<file path="src/rtl/hpc_pkg.sv">
package hpc_pkg;

   typedef enum logic [2:0] {
      K_SINGLE  = 3'd0,
      K_SPEED   = 3'd1,
      K_PWR_ALL = 3'd2,
      K_EN_ALL  = 3'd3,
      K_INVALID = 3'd4
   } cmd_kind_t;

   localparam logic [1:0] FLD_KEEP = 2'b00;
   localparam logic [1:0] ST_PWR   = 2'b01;
   localparam logic [1:0] ST_EN    = 2'b10;
   localparam logic [1:0] ST_DIS   = 2'b11;
   localparam logic [1:0] IND_ON   = 2'b01;
   localparam logic [1:0] IND_OFF  = 2'b11;

   typedef struct packed {
      logic [1:0] state;
      logic [1:0] pwr;
      logic [1:0] attn;
   } slot_upd_t;

   localparam logic [7:0] CODE_PWR_ALL = 8'h48;
   localparam logic [7:0] CODE_EN_ALL  = 8'h49;

endpackage

</file>
<file path="src/rtl/hpc_cmd_decode.sv">
module hpc_cmd_decode
   import hpc_pkg::*;
#(
   parameter int NUM_SLOTS = 4,
   parameter int TGT_W     = $clog2(NUM_SLOTS + 1)
) (
   input  logic [7:0]       code,
   input  logic [TGT_W-1:0] target,
   output cmd_kind_t        kind,
   output slot_upd_t        fields,
   output logic [2:0]       speed
);

   localparam int unsigned MAX_TGT = NUM_SLOTS;

   logic tgt_ok;

   assign tgt_ok = (target != '0) && (int'(target) <= MAX_TGT);

   always_comb begin
      fields.state = code[1:0];
      fields.pwr   = code[3:2];
      fields.attn  = code[5:4];
      speed        = code[2:0];
      if (code[7:6] == 2'b00)
         kind = tgt_ok ? K_SINGLE : K_INVALID;
      else if (code[7:3] == 5'b01000)
         kind = K_SPEED;
      else if (code == CODE_PWR_ALL)
         kind = K_PWR_ALL;
      else if (code == CODE_EN_ALL)
         kind = K_EN_ALL;
      else
         kind = K_INVALID;
   end

endmodule

</file>
<file path="src/rtl/hpc_slot_reg.sv">
module hpc_slot_reg
   import hpc_pkg::*;
(
   input  logic       clk,
   input  logic       rst_n,
   input  logic       upd_en,
   input  slot_upd_t  upd,
   output logic [1:0] state_q,
   output logic [1:0] pwr_q,
   output logic [1:0] attn_q
);

   always_ff @(posedge clk or negedge rst_n) begin
      if (!rst_n) begin
         state_q <= ST_DIS;
         pwr_q   <= IND_OFF;
         attn_q  <= IND_OFF;
      end else if (upd_en) begin
         if (upd.state != FLD_KEEP) state_q <= upd.state;
         if (upd.pwr   != FLD_KEEP) pwr_q   <= upd.pwr;
         if (upd.attn  != FLD_KEEP) attn_q  <= upd.attn;
      end
   end

   AST_STATE_NEVER_KEEP: assert property (@(posedge clk) disable iff (!rst_n)
      state_q != FLD_KEEP);
   AST_IDLE_HOLDS: assert property (@(posedge clk) disable iff (!rst_n)
      !upd_en |=> $stable(state_q) && $stable(pwr_q) && $stable(attn_q));

endmodule

</file>
<file path="src/rtl/hpc_cmd_ctrl.sv">
module hpc_cmd_ctrl
   import hpc_pkg::*;
#(
   parameter int NUM_SLOTS = 4,
   parameter int TGT_W     = $clog2(NUM_SLOTS + 1)
) (
   input  logic                   clk,
   input  logic                   rst_n,
   input  logic                   cmd_valid,
   input  logic [7:0]             cmd_code,
   input  logic [TGT_W-1:0]       cmd_target,
   input  logic [NUM_SLOTS-1:0]   latch_open,
   input  logic                   det_ack,
   output logic [2*NUM_SLOTS-1:0] slot_state_o,
   output logic [2*NUM_SLOTS-1:0] pwr_ind_o,
   output logic [2*NUM_SLOTS-1:0] attn_ind_o,
   output logic [2:0]             bus_speed_o,
   output logic                   stat_busy_o,
   output logic                   stat_latch_o,
   output logic                   stat_inv_cmd_o,
   output logic                   stat_inv_mode_o,
   output logic                   cmd_det_o
);

   localparam int SW = 2 * NUM_SLOTS;

   if (NUM_SLOTS < 1 || NUM_SLOTS > 31) begin : g_bad_slots
      $error("hpc_cmd_ctrl: NUM_SLOTS must be 1..31");
   end
   if ((1 << TGT_W) <= NUM_SLOTS) begin : g_bad_tgt
      $error("hpc_cmd_ctrl: TGT_W too narrow for NUM_SLOTS");
   end

   cmd_kind_t  kind;
   slot_upd_t  code_fields;
   logic [2:0] code_speed;

   hpc_cmd_decode #(.NUM_SLOTS(NUM_SLOTS), .TGT_W(TGT_W)) u_dec (
      .code   (cmd_code),
      .target (cmd_target),
      .kind   (kind),
      .fields (code_fields),
      .speed  (code_speed)
   );

   logic [NUM_SLOTS-1:0] slot_en_vec;
   logic                 any_enabled;
   logic                 bcast;
   logic                 refused;
   logic                 invalid;

   assign any_enabled = |slot_en_vec;
   assign bcast       = (kind == K_PWR_ALL) || (kind == K_EN_ALL);
   assign refused     = bcast && any_enabled;
   assign invalid     = (kind == K_INVALID) || refused;

   for (genvar i = 0; i < NUM_SLOTS; i++) begin : g_slot
      logic       upd_en;
      slot_upd_t  upd;
      logic [1:0] st_q, pw_q, at_q;

      always_comb begin
         upd_en = 1'b0;
         upd    = '0;
         if (cmd_valid) begin
            if (kind == K_SINGLE && int'(cmd_target) == i + 1) begin
               upd_en = 1'b1;
               upd    = code_fields;
            end else if (bcast && !any_enabled) begin
               upd_en = 1'b1;
               if (latch_open[i]) begin
                  upd.state = FLD_KEEP;
                  upd.pwr   = IND_OFF;
               end else begin
                  upd.state = (kind == K_EN_ALL) ? ST_EN : ST_PWR;
                  upd.pwr   = IND_ON;
               end
               upd.attn = FLD_KEEP;
            end
         end
      end

      hpc_slot_reg u_reg (
         .clk     (clk),
         .rst_n   (rst_n),
         .upd_en  (upd_en),
         .upd     (upd),
         .state_q (st_q),
         .pwr_q   (pw_q),
         .attn_q  (at_q)
      );

      assign slot_en_vec[i]        = (st_q == ST_EN);
      assign slot_state_o[2*i +: 2] = st_q;
      assign pwr_ind_o[2*i +: 2]    = pw_q;
      assign attn_ind_o[2*i +: 2]   = at_q;
   end

   always_ff @(posedge clk or negedge rst_n) begin
      if (!rst_n) begin
         bus_speed_o     <= '0;
         stat_busy_o     <= 1'b0;
         stat_latch_o    <= 1'b0;
         stat_inv_cmd_o  <= 1'b0;
         stat_inv_mode_o <= 1'b0;
         cmd_det_o       <= 1'b0;
      end else begin
         if (cmd_valid) begin
            stat_busy_o     <= 1'b0;
            stat_latch_o    <= 1'b0;
            stat_inv_mode_o <= 1'b0;
            stat_inv_cmd_o  <= invalid;
            if (kind == K_SPEED) bus_speed_o <= code_speed;
         end
         if (cmd_valid)    cmd_det_o <= 1'b1;
         else if (det_ack) cmd_det_o <= 1'b0;
      end
   end

   AST_CMD_SETS_DET: assert property (@(posedge clk) disable iff (!rst_n)
      cmd_valid |=> cmd_det_o);
   AST_FLAGS_CLEARED: assert property (@(posedge clk) disable iff (!rst_n)
      cmd_valid |=> !stat_busy_o && !stat_latch_o && !stat_inv_mode_o);
   AST_REFUSED_FROZEN: assert property (@(posedge clk) disable iff (!rst_n)
      cmd_valid && bcast && any_enabled |=> stat_inv_cmd_o && $stable(slot_state_o)
                                           && $stable(pwr_ind_o));
   AST_SPEED_HELD: assert property (@(posedge clk) disable iff (!rst_n)
      cmd_valid && cmd_code[7:3] != 5'b01000 |=> $stable(bus_speed_o));
   AST_BAD_CODE: assert property (@(posedge clk) disable iff (!rst_n)
      cmd_valid && cmd_code >= 8'h4A |=> stat_inv_cmd_o && $stable(slot_state_o)
                                        && $stable(attn_ind_o));
   AST_ATTN_BCAST: assert property (@(posedge clk) disable iff (!rst_n)
      cmd_valid && bcast |=> $stable(attn_ind_o));

endmodule

</file>
<file path="config.mk">
export PLATFORM = sky130hd
export DESIGN_NAME = hpc_cmd_ctrl
export DESIGN_NICKNAME = d
export VERILOG_FILES = /design/src/rtl/hpc_pkg.sv /design/src/rtl/hpc_cmd_decode.sv /design/src/rtl/hpc_slot_reg.sv /design/src/rtl/hpc_cmd_ctrl.sv
export SDC_FILE = /design/constraint.sdc
export NUM_CORES = 1
export LEC_CHECK = 0
export BUFFER_PORTS_ARGS = -buffer_cell sky130_fd_sc_hd__buf_2
export CORE_UTILIZATION = 54
export DETAILED_ROUTE_END_ITERATION = 6
export PLACE_DENSITY = 0.84
export SLEW_MARGIN = 5
export SYNTH_ARGS = -nofsm -noshare
export SYNTH_HDL_FRONTEND = slang
export SYNTH_SLANG_ARGS = --single-unit
export TNS_END_PERCENT = 100
</file>
<file path="constraint.sdc">
create_clock -name clk -period 3.6 [get_ports clk]
set_clock_uncertainty 0.15 [all_clocks]
set_input_delay 0.72 -clock clk [delete_from_list [all_inputs] [get_ports clk]]
set_output_delay 0.72 -clock clk [all_outputs]
set_load 0.01 [all_outputs]
</file>
**Word-level counts from Yosys, hierarchy flattened**

Cells that the tools add are included.
Widths: inputs -> output; s select.

- Output and inout port bits: 32
- Register bits: 29
- Input port bits: 19
- Word-level logic and storage cells: 104

- Order comparisons: 1
- Muxes and demuxes: 33
- Reduce and logical (&&, ||, !) cells: 40
- Equality and inequality tests: 15

Operators by type and width:

| operator | number |
|---|---|
| $mux 6 | 12 |
| $reduce_and 2->1 | 13 |
| $reduce_bool 2->1 | 13 |
| $eq 8x7->1 const B | 2 |
| $mux 4 | 4 |
| $mux 3 | 5 |
| $eq 3x3->1 const B | 4 |
| $mux 1 | 11 |
| $eq 3x2->1 const B | 3 |
| $eq 2x2->1 const B | 4 |
| $logic_and 1x1->1 | 7 |
| $eq 5x4->1 const B | 1 |
| $reduce_or 4->1 | 1 |
| $eq 3x1->1 const B | 1 |
| $le 3x3->1 const B | 1 |
| $logic_not 3->1 | 1 |
| $reduce_bool 3->1 | 1 |
| $logic_not 2->1 | 1 |
| $logic_or 1x1->1 | 2 |
| $mux 2 | 1 |
| $logic_not 1->1 | 1 |

**Longest topological paths before layout**

Gate-level depths: netlist of run 1.

- Depth after elaboration: 13
- Gate-level depth with buffers: 8
- Gate-level depth less buffers: 7

**Cells and area by module**

From an unflattened synthesis of run 1, not the netlist that was laid out.

- Cell total of the unflattened synthesis: 185
- Area, all modules: 1810.5 um2

Modules (own cells, without submodules):

| module | area each (um2) | cells each | seq. area each (um2) | times used |
|---|---|---|---|---|
| hpc_slot_reg | 246.5 | 19 | 157.7 | 4 |
| hpc_cmd_ctrl | 669.4 | 90 | 125.1 | 1 |
| hpc_cmd_decode | 155.1 | 19 | 0.0 | 1 |

**Least setup slack after synthesis of run 1**

OpenSTA, ideal clock, no wires.

- Kind: input-to-reg
- Start point: input cmd_target[0]
- End point: register g_slot[3].u_reg.state_q[0]
- Arrival time: 2.208 ns
- Cell stages on the path: 5
- Path buffers: 0
- Data required time: 3.372 ns
- Path slack: 1.164 ns
- Setup time: 0.078 ns
- Path through: nor2_1 > ha_1 > nor4b_1 > nand3_1 > a31o_2

- Cells in the longest elaborated chain, start to end: 12
- Elaborated cells between the ends (all ways): 22
- Those cells by class: 1 x order compare; 3 x eq/ne; 10 x mux; 8 x reduce/logical

Ends and longest elaborated chain:

| item | RTL line | RTL |
|---|---|---|
| start: declaration | hpc_cmd_ctrl.sv:11 | `input logic [TGT_W-1:0] cmd_target,` |
| $le 3x3->1 or $reduce_bool 3->1 (tied branches) | hpc_cmd_decode.sv:18 | `assign tgt_ok = (target != '0) && (int'(target) <= MAX_TGT);` |
| $logic_and 1x1->1 | hpc_cmd_decode.sv:18 |  |
| $mux 3 | hpc_cmd_decode.sv:26 | `kind = tgt_ok ? K_SINGLE : K_INVALID;` |
| $mux 3 | hpc_cmd_decode.sv:25 | `if (code[7:6] == 2'b00)` |
| $eq 3x2->1, on equally long branches | hpc_cmd_ctrl.sv:53, hpc_cmd_ctrl.sv:75 |  |
| $mux 2 or $logic_or 1x1->1 (tied branches) | hpc_cmd_ctrl.sv:75, hpc_cmd_ctrl.sv:53 |  |
| $mux 4 or $logic_and 1x1->1 (tied branches) | hpc_cmd_ctrl.sv:71, hpc_cmd_ctrl.sv:69 |  |
| $mux 6 | hpc_cmd_ctrl.sv:69 | `end else if (bcast && !any_enabled) begin` |
| $mux 6 | hpc_cmd_ctrl.sv:66 | `if (kind == K_SINGLE && int'(cmd_target) == i + 1) begin` |
| $mux 6 | hpc_cmd_ctrl.sv:65 | `if (cmd_valid) begin` |
| $reduce_bool 2->1 | hpc_slot_reg.sv:19 | `if (upd.state != FLD_KEEP) state_q <= upd.state;` |
| $reduce_and 2->1 (no line) | -- |  |
| end signal: assignment | hpc_slot_reg.sv:19 |  |
| end: declaration | hpc_slot_reg.sv:8 | `output logic [1:0] state_q,` |

Several ways; a longest one is shown, not always the timed one.
A chain may end at the register's enable or synchronous reset.

**Worst setup path after layout of run 1**

- Start point: input cmd_valid
- End point: register g_slot[0].u_reg.state_q[0]

- Cells in the longest elaborated chain, start to end: 3
- Elaborated cells between the ends (all ways): 4
- Those cells by class: 2 x mux; 2 x reduce/logical

Ends and longest elaborated chain:

| item | RTL line | RTL |
|---|---|---|
| start: declaration | hpc_cmd_ctrl.sv:9 | `input logic cmd_valid,` |
| $mux 6 | hpc_cmd_ctrl.sv:65 |  |
| $reduce_bool 2->1 | hpc_slot_reg.sv:19 |  |
| $reduce_and 2->1 (no line) | -- |  |
| end signal: assignment | hpc_slot_reg.sv:19 |  |
| end: declaration | hpc_slot_reg.sv:8 |  |

Several ways; a longest one is shown, not always the timed one.

==> results of run 1 <==
## worst max path at each step
stage | from | end | slack (ns) | depth (start not counted)
global placement | cmd_valid | g_slot[2].u_reg.state_q[1] | 0.97 | 5
detailed placement | cmd_valid | g_slot[0].u_reg.state_q[0] | 0.92 | 5
global route | cmd_valid | g_slot[0].u_reg.state_q[0] | 1.09 | 5
floorplan | cmd_target[0] | g_slot[3].u_reg.state_q[0] | 1.16 | 5
finish | cmd_valid | g_slot[0].u_reg.state_q[0] | 1.23 | 5
CTS | cmd_valid | g_slot[0].u_reg.state_q[0] | 1.27 | 5
## registers in the layout (all words and copies together), names as in the netlist
register	cells
g_slot.u_reg.pwr_q	8
stat_inv_cmd_o	1
bus_speed_o	3
g_slot.u_reg.attn_q	8
g_slot.u_reg.state_q	8
cmd_det_o	1
## final cells by class
cell class / instances / area [um2]
Fill cell: 225 / 895
Clock buffer: 8 / 48.8
Multi-Input combinational cell: 115 / 743
Timing Repair Buffer: 48 / 243
Sequential cell: 29 / 756
Tap cell: 31 / 38.8
Inverter: 9 / 33.8
## through the flow
| stage | utilization | cells | hold slack [ns] | setup WS (ns) |
|---|---|---|---|---|
| after global placement | 0.658 | 232 | 0.295 | 0.972 |
| after CTS | 0.676 | 240 | 0.259 | 1.27 |
| final | 0.676 | 240 | 0.250 | 1.23 |
| after global routing | 0.676 | 240 | 0.306 | 1.09 |
| after detailed placement | 0.658 | 232 | 0.301 | 0.923 |
| after floorplan | - | 163 | 0.274 | 1.16 |
## cells in the final DEF (no fill, tap or decap), types with 4 or more instances in the layout
cell type,instances
a22oi_1,5
nor2_1,9
buf_2,47
nand2b_1,6
nand2_1,12
o21ai_0,11
nand3_1,15
a21bo_2,4
clkbuf_4,5
dfrtp_1,5
o22ai_1,5
a31oi_1,4
dfstp_2,24
inv_1,8
nor3_1,4
## routing by layer
layer	GRT usage	up-vias
li1	-	681
met1	0.340	690
met2	0.406	68
met3	0.0581	6
met4	0.0906	0
met5	0	-
## kinds of logic (layout without fill, tap and decap cells)
kind of cell / Yosys count / after routing / share of synthesized area
DFF: 29 / 29 / 0.480
muxes: 6 / 6 / 0.0437
buffers and inverters: 19 / 65 / 0.0532
and+or+nand+nor: 61 / 61 / 0.218
AOI/OAI and AO/OA: 44 / 44 / 0.195
other: 1 / 3 / 0.00238
adders and majority gates: 1 / 1 / 0.00794
## critical path: stages
cell and delay [ns]:
buf_2 0.36, clkinv_1 0.37, or4_1 0.69, mux2i_1 0.15, o21ai_0 0.17
## where the power goes
group	leakage, nW	switching [mW]	internal, mW	total [mW]
logic	0.540	0.0955	0.0749	0.170
registers	0.309	0.0250	0.389	0.414
clock network	0.0265	0.110	0.0778	0.188
==> flow_summary.ini, run 1 <==
[outcome]
status = completed

[clocking]
numClockSinks = 29
ctsHtreeMaxLevel = 2
cts_resized = 0
cts-root-buf = clkbuf_4
postCtsSetupRepairBufs = 0
cts_inserted_buffers = 5
cts_buffer_depth = 2
clkLatencyLatePin_ns = 0.32
path_clk_slew_ns = 0.09
hold_buffers = 0
cts_tree = done

[run]
max_cap_viol_count = 0

[drt]
drc = 0
drt_pre_antenna_iters = 7
route.vias.total = 1445
avgRoutedWirePerCell_um = 15.7
first_iter_violations = 59
routed.top_layer = met4
met3WireLength_um = 257
postRouteAntennaNets = 0
avgViaCountPerCell = 6.02
totalWireLength_mm = 3.76
wl_met1_mm = 1.64
wl_met2_mm = 1.81

[floorplan]
io_pins = 51
die_h_um = 56.0
start_util = 0.571
rows = 19
die_area_um2 = 3140
core-area_um2 = 2760
fp.dieW_um = 56.0

[final_layout]
fin_area_um2 = 1860
layout-drive-gt1-share = 0.431
synthToLayoutAreaGrowth_pct = 18.3
fin_nets = 228
antenna_cells = 0

[synthesis]
synth.top_cell.area_share = 0.400
synthFlopType = dfstp_2
synth_edf_count = 0
yosys_warnings = 0
synth_common_cells = dfstp_2, nand3_1, nand2_1, o21ai_0, nor2_1
netlist_area_um2 = 1580
synth_seq_area_share = 0.480
syn_area_per_cell_um2 = 9.78
synth.area.top_cells = dfstp_2, dfrtp_1, nand3_1
synth_cell_types = 45
synth_seq_cells = 29
netlist_instances = 161
yosysMostFrequentCell = dfstp_2
async_flop_share = 1.00
yosys.area.top_type = dfstp_2

[global_routing]
grt_pass1_vias = 1368
antenna_found_initial = 0
track_usage = 0.254
grt_pass1_wl_mm = 6.26
grt.overflow.total = 0
grt_max_degree = 30

[placed_design]
post_dp_cell_area_um2 = 1810
gp_congestion = 0.813
hpwl_mm = 2.77
port_buffers = 47

[timing]
hold_viol = 0
finalCritPeriodShare = 0.659
max_freq_ghz = 0.422
tns_ns = 0
fin_crit_ns = 2.37
setup_viol_count_final = 0
slew_violations = 0
rsz0062_at_grt = no
worstMarginPinSlew_ns = 0.621
slew_headroom = 0.586

[worst_setup_path]
endpoint_kind = flop
cp.arrival_ns = 2.47
rr_startpoint = g_slot[0].u_reg.state_q[0]
critPathLaunchType = primary input
r2r_slack_ns = 1.59
worstSetupPathType = in2reg
worstPathMaxFanout = 27
r2r-end = g_slot[0].u_reg.state_q[0]
worst_r2r_path_depth = 5
crit_required_ns = 3.70

[power_and_ir_drop]
vdd_drop_max_uv = 323
p_per_area_nw_per_um2 = 414
power_mw = 0.772
leakagePower_nw = 0.876

[min_path]
hp-class = in2async
Power figures use the tool's default switching activity.
==> inputs of run 2 (changes only) <==
- ABC_AREA: default -> 1
- CORE_UTILIZATION: 54 -> 51
- PLACE_DENSITY: 0.84 -> 0.79
- clock period: 3.6 -> 2.3 ns (I/O delays scaled with it)
==> run 2 against run 1 <==
Wire length is 2.1% lower; largest power group unchanged; critical path type is now reg2reg; register-to-register slack worse by 0.95 ns; global-route usage is 1.8 points lower.
==> flow_summary.ini, run 2 <==
[outcome]
status = completed

[floorplan]
start_util = 0.549
fp.dieW_um = 60.0
io_pins = 51
die_area_um2 = 3600
core-area_um2 = 3130
die_h_um = 60.0
rows = 20

[synthesis]
synth_edf_count = 0
async_flop_share = 1.00
synth.top_cell.area_share = 0.367
synth_seq_area_share = 0.440
synth_cell_types = 27
netlist_instances = 233
synth.area.top_cells = dfstp_2, nand2_1, dfrtp_1
yosys.area.top_type = dfstp_2
yosys_warnings = 0
synthFlopType = dfstp_2
yosysMostFrequentCell = nand2_1
synth_seq_cells = 29
synth_common_cells = nand2_1, inv_1, dfstp_2, nor2_1, o21ai_0
netlist_area_um2 = 1720
syn_area_per_cell_um2 = 7.37

[power_and_ir_drop]
leakagePower_nw = 1.16
p_per_area_nw_per_um2 = 655
vdd_drop_max_uv = 432

[final_layout]
fin_area_um2 = 2050
multi_input_area_um2 = 791
largest_registers = g_slot.u_reg.attn_q x8, g_slot.u_reg.pwr_q x8, g_slot.u_reg.state_q x8
synthToLayoutAreaGrowth_pct = 19.2
fin_nets = 306
final_common_cell = nand2_1
layout-drive-gt1-share = 0.366
antenna_cells = 0
regArea_um2 = 756
fin_util = 0.655
mostFrequentLayoutCells = nand2_1, buf_2, inv_1
fill_cells = 283

[worst_setup_path]
critPathLaunchType = flop
r2r_slack_ns = 0.64
crit_path_start = g_slot[0].u_reg.state_q[0]
r2r-end = g_slot[0].u_reg.pwr_q[1]
rr_startpoint = g_slot[0].u_reg.state_q[0]
worstPathMaxFanout = 10
crit_required_ns = 2.40
cp.arrival_ns = 1.76
worst_r2r_path_depth = 9
worstSetupPathType = reg2reg
endpoint_kind = flop

[global_routing]
antenna_found_initial = 0
grt_pass1_vias = 1437
track_usage = 0.236
grt.overflow.total = 0
grt_max_degree = 30
grt_pass1_wl_mm = 6.22

[clocking]
numClockSinks = 29
cts_tree = done
cts_inserted_buffers = 5
path_clk_slew_ns = 0.08
cts_resized = 0
ctsHtreeMaxLevel = 2
clkLatencyLatePin_ns = 0.32
cts-root-buf = clkbuf_4
cts_buffer_depth = 2

[timing]
finalCritPeriodShare = 0.721
setup_viol_count_final = 0
rsz0062_at_grt = no
slew_violations = 0
tns_ns = 0
slew_headroom = 0.585
fin_crit_ns = 1.66
hold_viol = 0
max_freq_ghz = 0.603
hold_slack_ns = 0.182
worstMarginPinSlew_ns = 0.623

[placed_design]
port_buffers = 47
gp_congestion = 0.899
post_dp_cell_area_um2 = 1980
hpwl_mm = 2.93

[drt]
drt_pre_antenna_iters = 5
avgRoutedWirePerCell_um = 11.1
route.vias.total = 1595
postRouteAntennaNets = 0
first_iter_violations = 65
avgViaCountPerCell = 4.82
drc = 0
totalWireLength_mm = 3.68

[run]
max_cap_viol_count = 0

[min_path]
hp-class = in2reg
holdPathStages = 2
worstHoldEndpoint = cmd_det_o
hold_start = det_ack
## run 2: worst max path at each step
stage                                 end  slack, ns  cells after the start
5_1_grt          g_slot[0].u_reg.pwr_q[0]       0.46                      9
3_5_place_dp   g_slot[2].u_reg.state_q[0]       0.31                     13
2_1_floorplan    g_slot[0].u_reg.pwr_q[1]       0.60                      9
3_3_place_gp   g_slot[2].u_reg.state_q[0]       0.34                     13
6_report         g_slot[0].u_reg.pwr_q[1]       0.64                      9
4_1_cts        g_slot[2].u_reg.state_q[0]       0.63                     11
## run 2: final cells by class
class                   count  area share
clock buffers               8      0.0287
well taps                  44      0.0269
multi-input cells         164       0.386
repair buffers             48       0.120
flip-flops and latches     29       0.369
inverters                  38      0.0696
## run 2: report_power, final
part	switching [mW]	internal (mW)	leakage, nW
Combinational	0.195	0.133	0.817
Sequential	0.0482	0.653	0.312
Clock	0.162	0.151	0.0326
Total	0.405	0.936	1.16
## run 2: stage by stage
| step | total power [mW] | instances | worst slack, ns |
|---|---|---|---|
| final | 1.34 | 331 | 0.641 |
| after global routing | 1.44 | 331 | 0.460 |
| after CTS | 1.36 | 331 | 0.626 |
| after detailed placement | 1.04 | 322 | 0.310 |
| after global placement | 1.03 | 322 | 0.339 |
| after floorplan | 0.898 | 235 | 0.603 |
## run 2: worst max-delay path, stage by stage, from the launching register on
cell      delay, ns
dfstp_2        0.55
inv_1          0.04
nand2_1        0.06
nand2_1        0.06
nor2_1         0.18
nand2_4        0.13
nand2_2        0.08
nand2_2        0.06
nor2_1         0.13
o21bai_1       0.13
## run 2: logic make-up after synthesis
family / count (synthesis) / share of synthesized area
AO/OA/AOI/OAI: 32 / 0.114
adder cells (fa/ha/maj): 1 / 0.00728
buffers and inverters: 42 / 0.104
flip-flops: 29 / 0.440
other: 1 / 0.00218
AND/OR/NAND/NOR: 128 / 0.333
## run 2: layer usage
| metal | global-route usage | wire, um | up-vias |
|---|---|---|---|
| met4 | 0.0797 | 57 | 0 |
| met1 | 0.308 | 1720 | 715 |
| met5 | 0 | 0 | - |
| met2 | 0.383 | 1660 | 58 |
| met3 | 0.0606 | 244 | 7 |
| li1 | - | - | 815 |
## run 2: repair_timing
item / 4_1_cts / 5_1_grt
hold endpoints to repair: 5 / 0
hold buffers: 1 / 0
setup buffers: 0 / 0
